### src/rtl/i2c_dt_pkg.sv
package i2c_dt_pkg;

    typedef enum logic [2:0] {
        ST_IDLE,
        ST_ADDR,
        ST_PTR_HI,
        ST_PTR_LO,
        ST_WRITE,
        ST_READ
    } dt_state_e;

    typedef enum logic [0:0] {
        TGT_REG,
        TGT_MEM
    } dt_target_e;

    // bus events derived from synchronized lines
    typedef struct packed {
        logic sda;
        logic start;
        logic stop;
        logic scl_rise;
        logic scl_fall;
    } dt_bus_ev_t;

    typedef struct packed {
        dt_state_e  st;
        dt_state_e  nxt;
        dt_target_e tgt;
        logic       in_ack;
        logic       acked;
        logic [3:0] cnt;
        logic [7:0] sh;
        logic [7:0] hi;
        logic       oe;
        logic       fetch;
    } dt_fsm_t;

endpackage

### src/rtl/i2c_dt_linesync.sv
module i2c_dt_linesync
    import i2c_dt_pkg::*;
(
    input  logic       clk,
    input  logic       rst_n,
    input  logic       scl_i,
    input  logic       sda_i,
    output dt_bus_ev_t ev_o
);

    typedef struct packed {
        logic [1:0] scl_ff;
        logic [1:0] sda_ff;
        logic       scl_p;
        logic       sda_p;
    } sync_t;

    sync_t d, q;

    always_comb begin
        d        = q;
        d.scl_ff = {q.scl_ff[0], scl_i};
        d.sda_ff = {q.sda_ff[0], sda_i};
        d.scl_p  = q.scl_ff[1];
        d.sda_p  = q.sda_ff[1];
    end

    always_ff @(posedge clk or negedge rst_n) begin
        if (!rst_n) begin
            q <= '{scl_ff: 2'b11, sda_ff: 2'b11, scl_p: 1'b1, sda_p: 1'b1};
        end else begin
            q <= d;
        end
    end

    logic scl_s, sda_s;
    assign scl_s = q.scl_ff[1];
    assign sda_s = q.sda_ff[1];

    always_comb begin
        ev_o.sda      = sda_s;
        ev_o.start    = scl_s & q.scl_p & q.sda_p & ~sda_s;
        ev_o.stop     = scl_s & q.scl_p & ~q.sda_p & sda_s;
        ev_o.scl_rise = scl_s & ~q.scl_p;
        ev_o.scl_fall = ~scl_s & q.scl_p;
    end

endmodule

### src/rtl/i2c_dt_ptr.sv
module i2c_dt_ptr #(
    parameter int AW = 5
) (
    input  logic          clk,
    input  logic          rst_n,
    input  logic          load,
    input  logic [AW-1:0] load_val,
    input  logic          inc,
    output logic [AW-1:0] ptr_o
);

    localparam logic [AW-1:0] STEP = AW'(1);

    logic [AW-1:0] ptr_d, ptr_q;

    always_comb begin
        ptr_d = ptr_q;
        if (load) begin
            ptr_d = load_val;
        end else if (inc) begin
            ptr_d = ptr_q + STEP;   // natural wrap at 2^AW
        end
    end

    always_ff @(posedge clk or negedge rst_n) begin
        if (!rst_n) begin
            ptr_q <= '0;
        end else begin
            ptr_q <= ptr_d;
        end
    end

    assign ptr_o = ptr_q;

endmodule

### src/rtl/i2c_dual_target.sv
module i2c_dual_target
    import i2c_dt_pkg::*;
#(
    parameter int         REG_AW  = 5,
    parameter int         MEM_AW  = 12,
    parameter logic [6:0] REG_DEV = 7'h68,
    parameter logic [6:0] MEM_DEV = 7'h50
) (
    input  logic              clk,
    input  logic              rst_n,
    input  logic              scl_i,
    input  logic              sda_i,
    output logic              sda_oe,
    output logic [REG_AW-1:0] reg_addr,
    output logic              reg_wr_en,
    output logic              reg_rd_en,
    output logic [7:0]        reg_wdata,
    input  logic [7:0]        reg_rdata,
    output logic [MEM_AW-1:0] mem_addr,
    output logic              mem_wr_en,
    output logic              mem_rd_en,
    output logic [7:0]        mem_wdata,
    input  logic [7:0]        mem_rdata
);

    localparam int         PTR_W   = 16;
    localparam logic [3:0] RX_FULL = 4'd8;
    localparam logic [3:0] TX_LAST = 4'd7;
    localparam logic [3:0] ONE     = 4'd1;

    dt_bus_ev_t ev;
    dt_fsm_t    d, q;

    logic             ld_reg, ld_mem, inc_reg, inc_mem;
    logic             hit_reg, hit_mem;
    logic [PTR_W-1:0] ptr16;
    logic             unused_ptr_bits;

    assign ptr16           = {q.hi, q.sh};
    assign unused_ptr_bits = ^ptr16;

    i2c_dt_linesync u_sync (
        .clk   (clk),
        .rst_n (rst_n),
        .scl_i (scl_i),
        .sda_i (sda_i),
        .ev_o  (ev)
    );

    i2c_dt_ptr #(.AW(REG_AW)) u_reg_ptr (
        .clk      (clk),
        .rst_n    (rst_n),
        .load     (ld_reg),
        .load_val (q.sh[REG_AW-1:0]),
        .inc      (inc_reg),
        .ptr_o    (reg_addr)
    );

    i2c_dt_ptr #(.AW(MEM_AW)) u_mem_ptr (
        .clk      (clk),
        .rst_n    (rst_n),
        .load     (ld_mem),
        .load_val (ptr16[MEM_AW-1:0]),
        .inc      (inc_mem),
        .ptr_o    (mem_addr)
    );

    assign hit_reg = (q.sh[7:1] == REG_DEV);
    assign hit_mem = (q.sh[7:1] == MEM_DEV);

    always_comb begin
        d         = q;
        d.fetch   = 1'b0;
        ld_reg    = 1'b0;
        ld_mem    = 1'b0;
        inc_reg   = 1'b0;
        inc_mem   = 1'b0;
        reg_wr_en = 1'b0;
        mem_wr_en = 1'b0;
        reg_rd_en = 1'b0;
        mem_rd_en = 1'b0;

        // storage answers one cycle after a read strobe
        if (q.fetch) begin
            d.sh = (q.tgt == TGT_REG) ? reg_rdata : mem_rdata;
        end

        if (ev.stop) begin
            d.st     = ST_IDLE;
            d.oe     = 1'b0;
            d.in_ack = 1'b0;
        end else if (ev.start) begin
            d.st     = ST_ADDR;
            d.cnt    = '0;
            d.oe     = 1'b0;
            d.in_ack = 1'b0;
        end else begin
            unique case (q.st)
                ST_IDLE: ;

                ST_ADDR, ST_PTR_HI, ST_PTR_LO, ST_WRITE: begin
                    if (!q.in_ack) begin
                        if (ev.scl_rise && q.cnt != RX_FULL) begin
                            d.sh  = {q.sh[6:0], ev.sda};
                            d.cnt = q.cnt + ONE;
                        end else if (ev.scl_fall && q.cnt == RX_FULL) begin
                            d.cnt = '0;
                            unique case (q.st)
                                ST_ADDR: begin
                                    if (hit_reg || hit_mem) begin
                                        d.tgt    = hit_reg ? TGT_REG : TGT_MEM;
                                        d.in_ack = 1'b1;
                                        d.oe     = 1'b1;
                                        if (q.sh[0]) begin
                                            d.nxt   = ST_READ;
                                            d.fetch = 1'b1;
                                            if (hit_reg) begin
                                                reg_rd_en = 1'b1;
                                                inc_reg   = 1'b1;
                                            end else begin
                                                mem_rd_en = 1'b1;
                                                inc_mem   = 1'b1;
                                            end
                                        end else begin
                                            d.nxt = hit_reg ? ST_PTR_LO : ST_PTR_HI;
                                        end
                                    end else begin
                                        d.st = ST_IDLE;
                                    end
                                end
                                ST_PTR_HI: begin
                                    d.hi     = q.sh;
                                    d.in_ack = 1'b1;
                                    d.oe     = 1'b1;
                                    d.nxt    = ST_PTR_LO;
                                end
                                ST_PTR_LO: begin
                                    if (q.tgt == TGT_REG) begin
                                        ld_reg = 1'b1;
                                    end else begin
                                        ld_mem = 1'b1;
                                    end
                                    d.in_ack = 1'b1;
                                    d.oe     = 1'b1;
                                    d.nxt    = ST_WRITE;
                                end
                                default: begin
                                    if (q.tgt == TGT_REG) begin
                                        reg_wr_en = 1'b1;
                                        inc_reg   = 1'b1;
                                    end else begin
                                        mem_wr_en = 1'b1;
                                        inc_mem   = 1'b1;
                                    end
                                    d.in_ack = 1'b1;
                                    d.oe     = 1'b1;
                                    d.nxt    = ST_WRITE;
                                end
                            endcase
                        end
                    end else if (ev.scl_fall) begin
                        // end of the ninth clock
                        d.in_ack = 1'b0;
                        d.cnt    = '0;
                        d.st     = q.nxt;
                        d.oe     = (q.nxt == ST_READ) ? ~q.sh[7] : 1'b0;
                    end
                end

                ST_READ: begin
                    if (!q.in_ack) begin
                        if (ev.scl_fall) begin
                            if (q.cnt == TX_LAST) begin
                                d.oe     = 1'b0;
                                d.in_ack = 1'b1;
                            end else begin
                                d.cnt = q.cnt + ONE;
                                d.sh  = {q.sh[6:0], 1'b0};
                                d.oe  = ~q.sh[6];
                            end
                        end
                    end else begin
                        if (ev.scl_rise) begin
                            d.acked = ~ev.sda;
                            if (!ev.sda) begin
                                d.fetch = 1'b1;
                                if (q.tgt == TGT_REG) begin
                                    reg_rd_en = 1'b1;
                                    inc_reg   = 1'b1;
                                end else begin
                                    mem_rd_en = 1'b1;
                                    inc_mem   = 1'b1;
                                end
                            end
                        end else if (ev.scl_fall) begin
                            d.in_ack = 1'b0;
                            d.cnt    = '0;
                            if (q.acked) begin
                                d.oe = ~q.sh[7];
                            end else begin
                                d.st = ST_IDLE;
                                d.oe = 1'b0;
                            end
                        end
                    end
                end

                default: d.st = ST_IDLE;
            endcase
        end
    end

    always_ff @(posedge clk or negedge rst_n) begin
        if (!rst_n) begin
            q <= '{st: ST_IDLE, nxt: ST_IDLE, tgt: TGT_REG, in_ack: 1'b0,
                   acked: 1'b0, cnt: 4'd0, sh: 8'h00, hi: 8'h00,
                   oe: 1'b0, fetch: 1'b0};
        end else begin
            q <= d;
        end
    end

    assign sda_oe    = q.oe;
    assign reg_wdata = q.sh;
    assign mem_wdata = q.sh;

endmodule

### config.mk
export PLATFORM = sky130hd
export DESIGN_NAME = i2c_dual_target
export DESIGN_NICKNAME = d
export VERILOG_FILES = /design/src/rtl/i2c_dt_pkg.sv /design/src/rtl/i2c_dt_linesync.sv /design/src/rtl/i2c_dt_ptr.sv /design/src/rtl/i2c_dual_target.sv
export SDC_FILE = /design/constraint.sdc
export NUM_CORES = 1
export LEC_CHECK = 0
export ABC_AREA = 1
export BUFFER_PORTS_ARGS = -buffer_cell sky130_fd_sc_hd__buf_2
export CAP_MARGIN = 10
export CORE_MARGIN = 3
export CORE_UTILIZATION = 60
export DETAILED_ROUTE_END_ITERATION = 8
export PLACE_DENSITY = 0.92
export SLEW_MARGIN = 15
export SYNTH_ARGS = -nofsm -noshare
export SYNTH_HDL_FRONTEND = slang
export SYNTH_SLANG_ARGS = --single-unit
### constraint.sdc
create_clock -name clk -period 4.4 [get_ports clk]
set_input_delay 0.88 -clock clk [delete_from_list [all_inputs] [get_ports clk]]
set_output_delay 0.88 -clock clk [all_outputs]
set_load 0.02 [all_outputs]
==> results of run 1 <==
-- state kept, by name, indices dropped and copies added (netlist names) --
signal           count
ptr16                4
u_reg_ptr.ptr_o      5
q                   14
mem_wdata            8
u_sync.q             2
sda_oe               1
u_sync.ev_o          1
u_sync.d             3
u_mem_ptr.ptr_o     12
-- worst max path at each step --
stage                      startpoint   endpoint  slack [ns]
after floorplan           u_sync.q[1]  mem_rd_en        1.83
after global placement    u_sync.q[1]  reg_wr_en        1.44
after detailed placement  u_sync.q[1]  reg_wr_en        1.36
after CTS                 u_sync.q[1]  reg_wr_en        1.02
after global routing      u_sync.q[1]  reg_wr_en        0.86
final                     u_sync.q[1]  reg_wr_en        0.95
-- cells in the final DEF, fill, tap and decap left out, drive strengths merged, types with 8 or more instances in the layout --
cell,n
a21oi,10
buf,59
dfrtp,44
inv,46
nand2,165
nand3,61
nand4,17
nor2,49
nor3,9
o21ai,42
o22ai,8
-- metrics by stage --
stage               worst slack [ns]  area (µm²)
detailed placement              1.36        3700
global placement                1.44        3700
global route                   0.856        3800
finish                         0.947        3800
CTS                             1.02        3800
floorplan                       1.83        3510
-- cells by family (layout without fill, tap and decap cells) --
logic type,count (synthesis),after routing,share of synthesized area (%)
flops,50,50,35.8
xor+xnor,11,11,2.74
simple gates,305,305,37.5
compound gates,65,65,10.5
fa+ha+maj,7,7,2.49
buf+inv,80,115,11.0
-- cell usage after synthesis (2+ instances only) --
library cell,instances
nor4_1,2
buf_6,2
o22ai_1,8
nor2_1,48
xor2_1,7
a21oi_1,10
buf_4,17
nand2_4,2
clkinv_1,2
o21ai_2,5
nand2_2,3
dfrtp_1,44
nand4_1,17
ha_1,7
o21ai_0,37
o21a_1,2
inv_2,2
buf_2,5
clkbuf_1,8
nand3b_1,2
nor3_1,8
xnor2_1,4
nand3_1,61
inv_1,44
dfstp_2,6
nand2_1,160
-- area by class of cell --
class	count	share of cell area, %
Multi-Input combinational cell	388	49.1
Sequential cell	50	33.1
Timing Repair Buffer	59	7.89
Inverter	48	4.74
Clock buffer	7	2.53
Tap cell	72	2.37
Clock inverter	1	0.230
-- critical path, stage by stage, from the launching register on --
cell and delay [ns]:
dfstp_2 0.39, ha_1 0.21, nand2_1 0.07, nor2_1 0.07, nor2_1 0.65, inv_1 0.12
nor2_2 0.18, nand2_2 0.11, nor3_1 0.23, buf_2 0.22
-- report_power, final --
part           total [mW]  leakage [nW]  switching [mW]  internal, mW
Combinational       0.386          1.34           0.269         0.117
Sequential          0.577         0.652          0.0761         0.501
Clock               0.308        0.0544           0.164         0.144
-- routing by layer --
layer,global-route usage [%],part of all wire (%),vias to the layer above
met3,5.42,9.1,30
met2,42.4,44,183
met5,0,0,-
li1,-,-,1743
met1,37.4,44,1596
met4,10.3,2.6,0
==> run_results.csv, run 1 <==
group,metric,value,unit
detailed_routing,drtAntennaViolNets,0,
power,design_power_total,1.27,mW
timing,grt_setup_unrepaired,"no",
die,design.core.area,5570,µm²
yosys,synth_top_cell_by_area,"dfrtp_1",
timing,min_period_over_period,78.5,%
clock_tree,tritoncts,"done",
detailed_routing,num_vias,3552,
timing,slew_violations,0,
worst_hold_path,min_delay_worst_endpoint,"u_sync.ev_o[4]",
global_route,vias_in_the_first_global_route,3187,
finish,seq_area,1260,µm²
global_route,gr-total-overflow,0,
setup_path,worstSetupStartpointType,"register",
setup_path,timing.reg2reg.setup_slack,1.34,ns
finish,multi_input_comb_area,1870,µm²
clock_tree,cts_num_sinks,50,
die,floorplan.io_pins,58,
setup_path,worstPathMaxFanout,13,
yosys,synth_cell_types,31,
finish,final_cell_count_no_fill,625,
die,num_rows,27,
timing,finalHoldViolations,0,
finish,post_route_cells_drive_above_1_share,15.7,%
setup_path,reg2regPathDepth,8,
timing,headroom_to_the_max_slew_limit,45.0,%
clock_tree,cts_setup_buffers,0,
global_route,grt_max_degree,51,
yosys,synthesis.area,3510,µm²
worst_hold_path,worst_hold_path_type,"reg2reg",
power,max-vdd-ir-drop,0.240,mV
power,power-per-cell-area,334,nW/µm²
power,leakagePower,2.04,nW
die,floorplan.die_area,6810,µm²
timing,worst_clock_skew,0.0101,ns
place,globalplace.congestion,1.01,
yosys,yosysWarningCount,0,
yosys,mappedNetlistNets,545,
yosys,synth_async_sr_flop_share,100,%
setup_path,critPathKind,"reg2out",
worst_hold_path,holdCritStartpoint,"u_sync.d[3]",
place,place_hpwl,6.44,mm
worst_hold_path,whs_path_depth,0,
timing,finalHoldWorstSlack,0.361,ns
clock_tree,cts.htree.levels,2,
die,dieWidth,82.5,µm
clock_tree,cts.clk_slew.worst_paths,0.09,ns
detailed_routing,route.detailed.wl_per_inst,13.9,µm
yosys,ys_top_cells_by_area,"dfrtp_1 31%, nand2_1 17%, nand3_1 8.7%",
place,portBuffers,57,
timing,fin_setup_tns,0,ns
timing,max_freq,0.290,GHz
job,count_of_maximum_capacitance_violations,0,
yosys,synth-seq-cells,50,
global_route,grt_antenna_before_repair,0,
clock_tree,worstSkewPairLatency,0.32,ns
finish,nets,579,
yosys,synth_ff_type,"dfrtp_1",
die,initial_utilization,63.0,%
finish,syn2layout_area_growth,8.26,%
detailed_routing,remaining_drc_errors,0,
clock_tree,ctsHoldBuffers,0,
detailed_routing,drt_wl_total,8.67,mm
global_route,grt_usage,27.2,%
global_route,grt_first_pass_wirelength,14.5,mm
setup_path,cp_data_arrival_time,2.57,ns
yosys,number_of_standard_cells_after_synthesis,518,
timing,setup_violations,0,
detailed_routing,avgViaCountPerCell,5.68,
detailed_routing,drt_pre_antenna_iters,5,
place,place_inst,617,
yosys,post-synth-top-area-fraction,31.3,%
detailed_routing,number_of_drc_violations_after_detailed_routing_iteration_0,457,
run_status,run_status,"complete, no violations",
clock_tree,ctsRootBufferMaster,"clkbuf_8",
timing,worst_slew_pin_slew,0.821,ns
setup_path,cp.required,3.52,ns
yosys,post_synth_edffs,0,
timing,min_period,3.45,ns
finish,n_antenna_cell,0,
clock_tree,cts_made_buffers,5,
setup_path,endpoint_kind,"output pin",
clock_tree,clk_path_buf_depth,2,
finish,final_core_utilization,68.2,%
clock_tree,cts.repair.resized,0,
die,dieHeight,82.5,µm
yosys,syn_avg_cell_area,6.78,µm²
setup_path,worst_r2r_endpoint,"u_mem_ptr.ptr_o[7]",
yosys,synth_seq_area_share,35.8,%
setup_path,regToRegStartpoint,"u_sync.d[1]",
finish,fill_cell_count,474,
Note: power is estimated with default switching activity, not from simulation.
==> run 2, diff against run 1 <==
- CORE_UTILIZATION: 60 -> 57
- PLACE_DENSITY: 0.92 -> 0.89
- clock period: 4.4 -> 3.2 ns (I/O delays scaled with it)
==> run 2 against run 1 <==
  * Combinational power increased by 37%
  * Design area increased by 0.43%
  * Core utilization shrank 1.7 points
  * Critical endpoint is now mem_rd_en
  * Largest power group unchanged
==> run_results.csv, run 2 (synthesized netlist as in run 1, its figures left out) <==
group,metric,value,unit
global_route,grt_max_degree,34,
timing,fin_setup_tns,0,ns
timing,setup_violations,0,
timing,finalHoldViolations,0,
detailed_routing,route.detailed.wl_per_inst,14.2,µm
detailed_routing,drtAntennaViolNets,0,
job,count_of_maximum_capacitance_violations,0,
clock_tree,cts_setup_buffers,0,
setup_path,biggest_cell_delay_along_the_critical_path,0.47,ns
finish,nets,582,
power,leakagePower,2.05,nW
timing,min_period_over_period,87.2,%
clock_tree,cts_num_sinks,50,
finish,layout.cells.most_common,"nand2_1",
setup_path,worstPathMaxFanout,5,
detailed_routing,remaining_drc_errors,0,
detailed_routing,top_layer_used,"met4",
power,cell_internal_pwr,1.03,mW
die,design.core.area,5740,µm²
clock_tree,clk_path_buf_depth,2,
die,dieWidth,84.5,µm
timing,headroom_to_the_max_slew_limit,50.5,%
global_route,grt_usage,25.7,%
global_route,grt_first_pass_wirelength,15.2,mm
place,globalplace.congestion,1.12,
timing,worst_slew_pin_slew,0.742,ns
power,p_switching,699,µW
power,clock_power_share,23.2,%
clock_tree,cts.htree.levels,2,
setup_path,endpoint_kind,"output pin",
setup_path,critical_path_cell_count,10,
clock_tree,worstSkewPairLatency,0.31,ns
global_route,gr-total-overflow,0,
setup_path,cp_data_arrival_time,2.15,ns
global_route,grt_antenna_before_repair,0,
clock_tree,ctsRootBufferMaster,"clkbuf_8",
setup_path,crit_path_max_delay_family,"simple AND/OR/NAND/NOR gates",
run_status,run_status,"complete, no violations",
clock_tree,ctsHoldBuffers,0,
timing,worst_clock_skew,0.0107,ns
detailed_routing,number_of_drc_violations_after_detailed_routing_iteration_0,410,
clock_tree,cts.clk_slew.worst_paths,0.10,ns
finish,mostFrequentLayoutCells,"160 x nand2_1, 61 x nand3_1, 57 x buf_2, 48 x nor2_1",
detailed_routing,met3RoutedLength,834,µm
die,num_rows,27,
timing,finalHoldWorstSlack,0.362,ns
die,floorplan.io_pins,58,
timing,grt_setup_unrepaired,"no",
power,power.combinational.fraction,30.7,%
finish,max_flop_register,"q",
power,seq_power_share,46.1,%
detailed_routing,met2_wirelength,4.00,mm
finish,largest_register_ffs,14,
timing,min_period,2.79,ns
setup_path,critPathKind,"reg2out",
die,floorplan.die_area,7140,µm²
place,portBuffers,57,
detailed_routing,met1_length,3.88,mm
setup_path,cp.required,2.56,ns
power,switching_share,40.5,%
power,power-per-cell-area,452,nW/µm²
finish,syn2layout_area_growth,8.72,%
clock_tree,cts.repair.resized,0,
detailed_routing,avgViaCountPerCell,5.72,
timing,slew_violations,0,
setup_path,critical_path.n_buffers_inverters,3,
timing,max_freq,0.359,GHz
setup_path,reg2regPathDepth,11,
global_route,vias_in_the_first_global_route,3192,
detailed_routing,num_vias,3593,
place,place_hpwl,6.79,mm
finish,post_route_cells_drive_above_1_share,16.2,%
setup_path,critical_path.cell_chain,"inv_1 > nand2_1 > nor2_1 > nand2_1 > inv_1 > nor2_1 > nor2_1 > nand3_1 > a21oi_1 > buf_2",
worst_hold_path,whs_path_depth,0,
setup_path,worstSetupStartpointType,"register",
finish,final_core_utilization,66.5,%
detailed_routing,drt_wl_total,8.91,mm
worst_hold_path,worst_hold_path_type,"reg2reg",
setup_path,cell_at_the_slowest_stage_of_the_critical_path,"dfrtp_1",
clock_tree,tritoncts,"done",
setup_path,critical_path_most_common_cell,"nor2_1",
power,max-vdd-ir-drop,0.370,mV
finish,n_antenna_cell,0,
clock_tree,cts_made_buffers,5,
die,initial_utilization,61.2,%
die,dieHeight,84.5,µm
detailed_routing,drt_pre_antenna_iters,5,
## run 2: changes by cell type in the layout (fill, tap and decap cells not counted)
cell        delta
buf_4          +3
clkbuf_8       -1
inv_6          +1
clkinv_4       -1
clkinvlp_4     +1
## run 2: layout make-up
class	instances	area, µm²
flip-flops and latches	50	1260
inverters	48	180
clock buffers	6	82.6
well taps	72	90.1
multi-input cells	388	1870
repair buffers	62	323
clock inverters	2	16.3
fillers	493	1920
## run 2: worst paths after layout
check	startpoint	end	slack, ns
max in group asynchronous	rst_n	u_sync.q[1]	2.03
setup reg to reg	u_sync.d[1]	u_mem_ptr.ptr_o[9]	0.63
hold / removal	u_sync.d[5]	u_sync.d[1]	0.36
setup / recovery	mem_wdata[2]	mem_rd_en	0.41
hold reg to reg	u_sync.d[5]	u_sync.d[1]	0.36
min in group asynchronous	rst_n	mem_wdata[0]	0.39
## run 2: power by group through the flow
stage	clock (mW)	combinational, mW	sequential, mW
floorplan	0	0.487	0.762
global placement	0	0.525	0.800
detailed placement	0	0.526	0.804
CTS	0.408	0.528	0.791
global route	0.438	0.585	0.805
finish	0.401	0.530	0.796
## run 2: layer usage
metal	global-route usage [%]	up-vias
li1	-	1752
met1	37.4	1614
met2	39.4	201
met3	3.93	26
met4	8.06	0
met5	0	-
## run 2: per-stage QoR
step / worst slack, ns / total power [mW] / area (µm²) / cells
2_1_floorplan: 0.867 / 1.25 / 3510 / 518
3_3_place_gp: 0.735 / 1.33 / 3720 / 620
3_5_place_dp: 0.690 / 1.33 / 3720 / 620
4_1_cts: 0.429 / 1.73 / 3820 / 628
5_1_grt: 0.231 / 1.83 / 3820 / 628
6_report: 0.411 / 1.73 / 3820 / 628
## run 2: worst reg2reg max path, cell delays in order (launching register included)
cell	delay, ns
dfstp_2	0.57
ha_1	0.19
nand2_1	0.06
nor2_1	0.31
nor2_1	0.13
buf_4	0.21
nand2_1	0.13
inv_1	0.11
nand2_2	0.23
nand2_1	0.31
nand2_1	0.16
nand2_1	0.07
==> run 3, diff against run 2 <==
- CORE_UTILIZATION: 57 -> 60
- PLACE_DENSITY: 0.89 -> 0.92
- clock period: 3.2 -> 3.3 ns (I/O delays scaled with it)
==> run 3 against run 2 <==
  * Sequential power is 3.8% lower
  * Die area is 4.7% lower
  * Critical path depth is 1 lower
  * First-iteration DRC count is 14% lower
  * Via count is 0.56% higher
==> run_results.csv, run 3 (synthesized netlist as in run 1, its figures left out) <==
group,metric,value,unit
power,leakagePower,2.07,nW
timing,headroom_to_the_max_slew_limit,46.2,%
power,max-vdd-ir-drop,0.298,mV
timing,max_freq,0.322,GHz
detailed_routing,number_of_drc_violations_after_detailed_routing_iteration_0,352,
global_route,grt_first_pass_wirelength,14.7,mm
global_route,grt_util_met3,5.21,%
detailed_routing,drt_pre_antenna_iters,5,
timing,worst_clock_skew,0.0131,ns
timing,slew_violations,0,
die,dieWidth,82.5,µm
finish,post_route_cells_drive_above_1_share,16.3,%
setup_path,worstPathMaxFanout,13,
die,floorplan.io_pins,58,
global_route,grt_use_met2,43.7,%
setup_path,cp_data_arrival_time,2.44,ns
timing,finalHoldViolations,0,
setup_path,worst_r2r_endpoint,"u_mem_ptr.ptr_o[0]",
clock_tree,cts_made_buffers,5,
detailed_routing,remaining_drc_errors,0,
setup_path,reg2regPathDepth,8,
detailed_routing,drt_wl_total,9.15,mm
global_route,gr-max-usage-layer,"met2",
setup_path,timing.reg2reg.setup_slack,0.59,ns
global_route,vias_in_the_first_global_route,3165,
finish,n_antenna_cell,0,
finish,nets,583,
detailed_routing,num_vias,3613,
global_route,grt.met1_usage,39.6,%
detailed_routing,drtAntennaViolNets,0,
timing,fin_setup_tns,0,ns
job,count_of_maximum_capacitance_violations,0,
setup_path,endpoint_kind,"output pin",
timing,grt_setup_unrepaired,"no",
clock_tree,worstSkewPairLatency,0.32,ns
finish,largest_register_ffs,14,
clock_tree,cts_num_sinks,50,
clock_tree,cts.repair.resized,0,
finish,layout.cells.most_common,"nand2_1",
finish,max_flop_register,"q",
global_route,gr-total-overflow,0,
setup_path,worstSetupStartpointType,"register",
clock_tree,cts.clk_slew.worst_paths,0.11,ns
place,place_hpwl,6.78,mm
clock_tree,ctsRootBufferMaster,"clkbuf_8",
detailed_routing,avgViaCountPerCell,5.74,
timing,min_period,3.10,ns
die,floorplan.die_area,6810,µm²
global_route,grt_usage,27.9,%
timing,worst_slew_pin_slew,0.804,ns
setup_path,cp.required,2.64,ns
finish,syn2layout_area_growth,9.58,%
timing,min_period_over_period,94.0,%
clock_tree,cts_setup_buffers,0,
clock_tree,tritoncts,"done",
worst_hold_path,worst_hold_path_type,"in2async",
die,dieHeight,82.5,µm
clock_tree,clk_path_buf_depth,2,
place,globalplace.congestion,0.971,
die,num_rows,27,
finish,mostFrequentLayoutCells,"160 x nand2_1, 61 x nand3_1, 57 x buf_2, 48 x nor2_1",
detailed_routing,route.detailed.wl_per_inst,14.5,µm
setup_path,critPathKind,"reg2out",
global_route,grt_max_degree,28,
clock_tree,ctsHoldBuffers,0,
die,initial_utilization,63.0,%
run_status,run_status,"complete, no violations",
power,power-per-cell-area,457,nW/µm²
timing,finalHoldWorstSlack,0.352,ns
timing,setup_violations,0,
clock_tree,cts.htree.levels,2,
place,portBuffers,57,
setup_path,regToRegStartpoint,"u_sync.q[1]",
die,design.core.area,5570,µm²
global_route,grt_antenna_before_repair,0,
==> run 3: cell types whose count changed in the layout (fill, tap and decap cells not counted) <==
cell        change
clkinvlp_4      -1
buf_4           +1
bufinv_16       +1
==> run 3: cell type report <==
| type | instances | area, µm² |
|---|---|---|
| multi-input combinational | 388 | 1870 |
| fill | 487 | 1720 |
| sequential | 50 | 1260 |
| timing repair buffer | 63 | 330 |
| inverter | 48 | 180 |
| tap | 72 | 90.1 |
| clock buffer | 6 | 82.6 |
| clock inverter | 2 | 38.8 |
==> run 3: worst max-delay path by stage <==
stage                 from         to  slack, ns  depth (start not counted)
2_1_floorplan  u_sync.q[1]  mem_rd_en       0.95                          7
3_3_place_gp   u_sync.q[1]  reg_wr_en       0.66                          9
3_5_place_dp   u_sync.q[1]  mem_wr_en       0.58                          9
4_1_cts        u_sync.q[1]  mem_wr_en       0.23                          9
5_1_grt        u_sync.q[1]  reg_wr_en       0.02                          9
6_report       u_sync.q[1]  mem_wr_en       0.20                          9
==> run 3: metal layers <==
layer  vias to the layer above  share of wire, %
met5                         -                 0
met4                         0               1.5
met3                        18                10
met2                       208                46
met1                      1636                42
li1                       1751                 -
==> run 3: per-stage QoR <==
step	instances	total power, mW	cell area (µm²)	utilization [%]	setup WS (ns)
after floorplan	518	1.21	3510	-	0.947
after global placement	621	1.28	3730	66.9	0.655
after detailed placement	621	1.29	3730	66.9	0.576
after CTS	629	1.75	3850	69.1	0.226
after global routing	629	1.85	3850	69.1	0.0200
final	629	1.76	3850	69.1	0.199
==> run 3: worst max-delay path: stages, from the launching register on <==
cell and delay (ns):
dfstp_2 0.39, ha_1 0.22, nand2_1 0.07, nor2_1 0.06
nor2_1 0.63, inv_1 0.12, nor2_2 0.16, nand2_2 0.12
nor3_1 0.16, buf_2 0.19
==> run 3: power breakdown <==
group	switching (mW)	internal (mW)	total [mW]
Sequential	0.0989	0.668	0.766
Combinational	0.361	0.157	0.518
Clock	0.225	0.250	0.475
Total	0.685	1.07	1.76
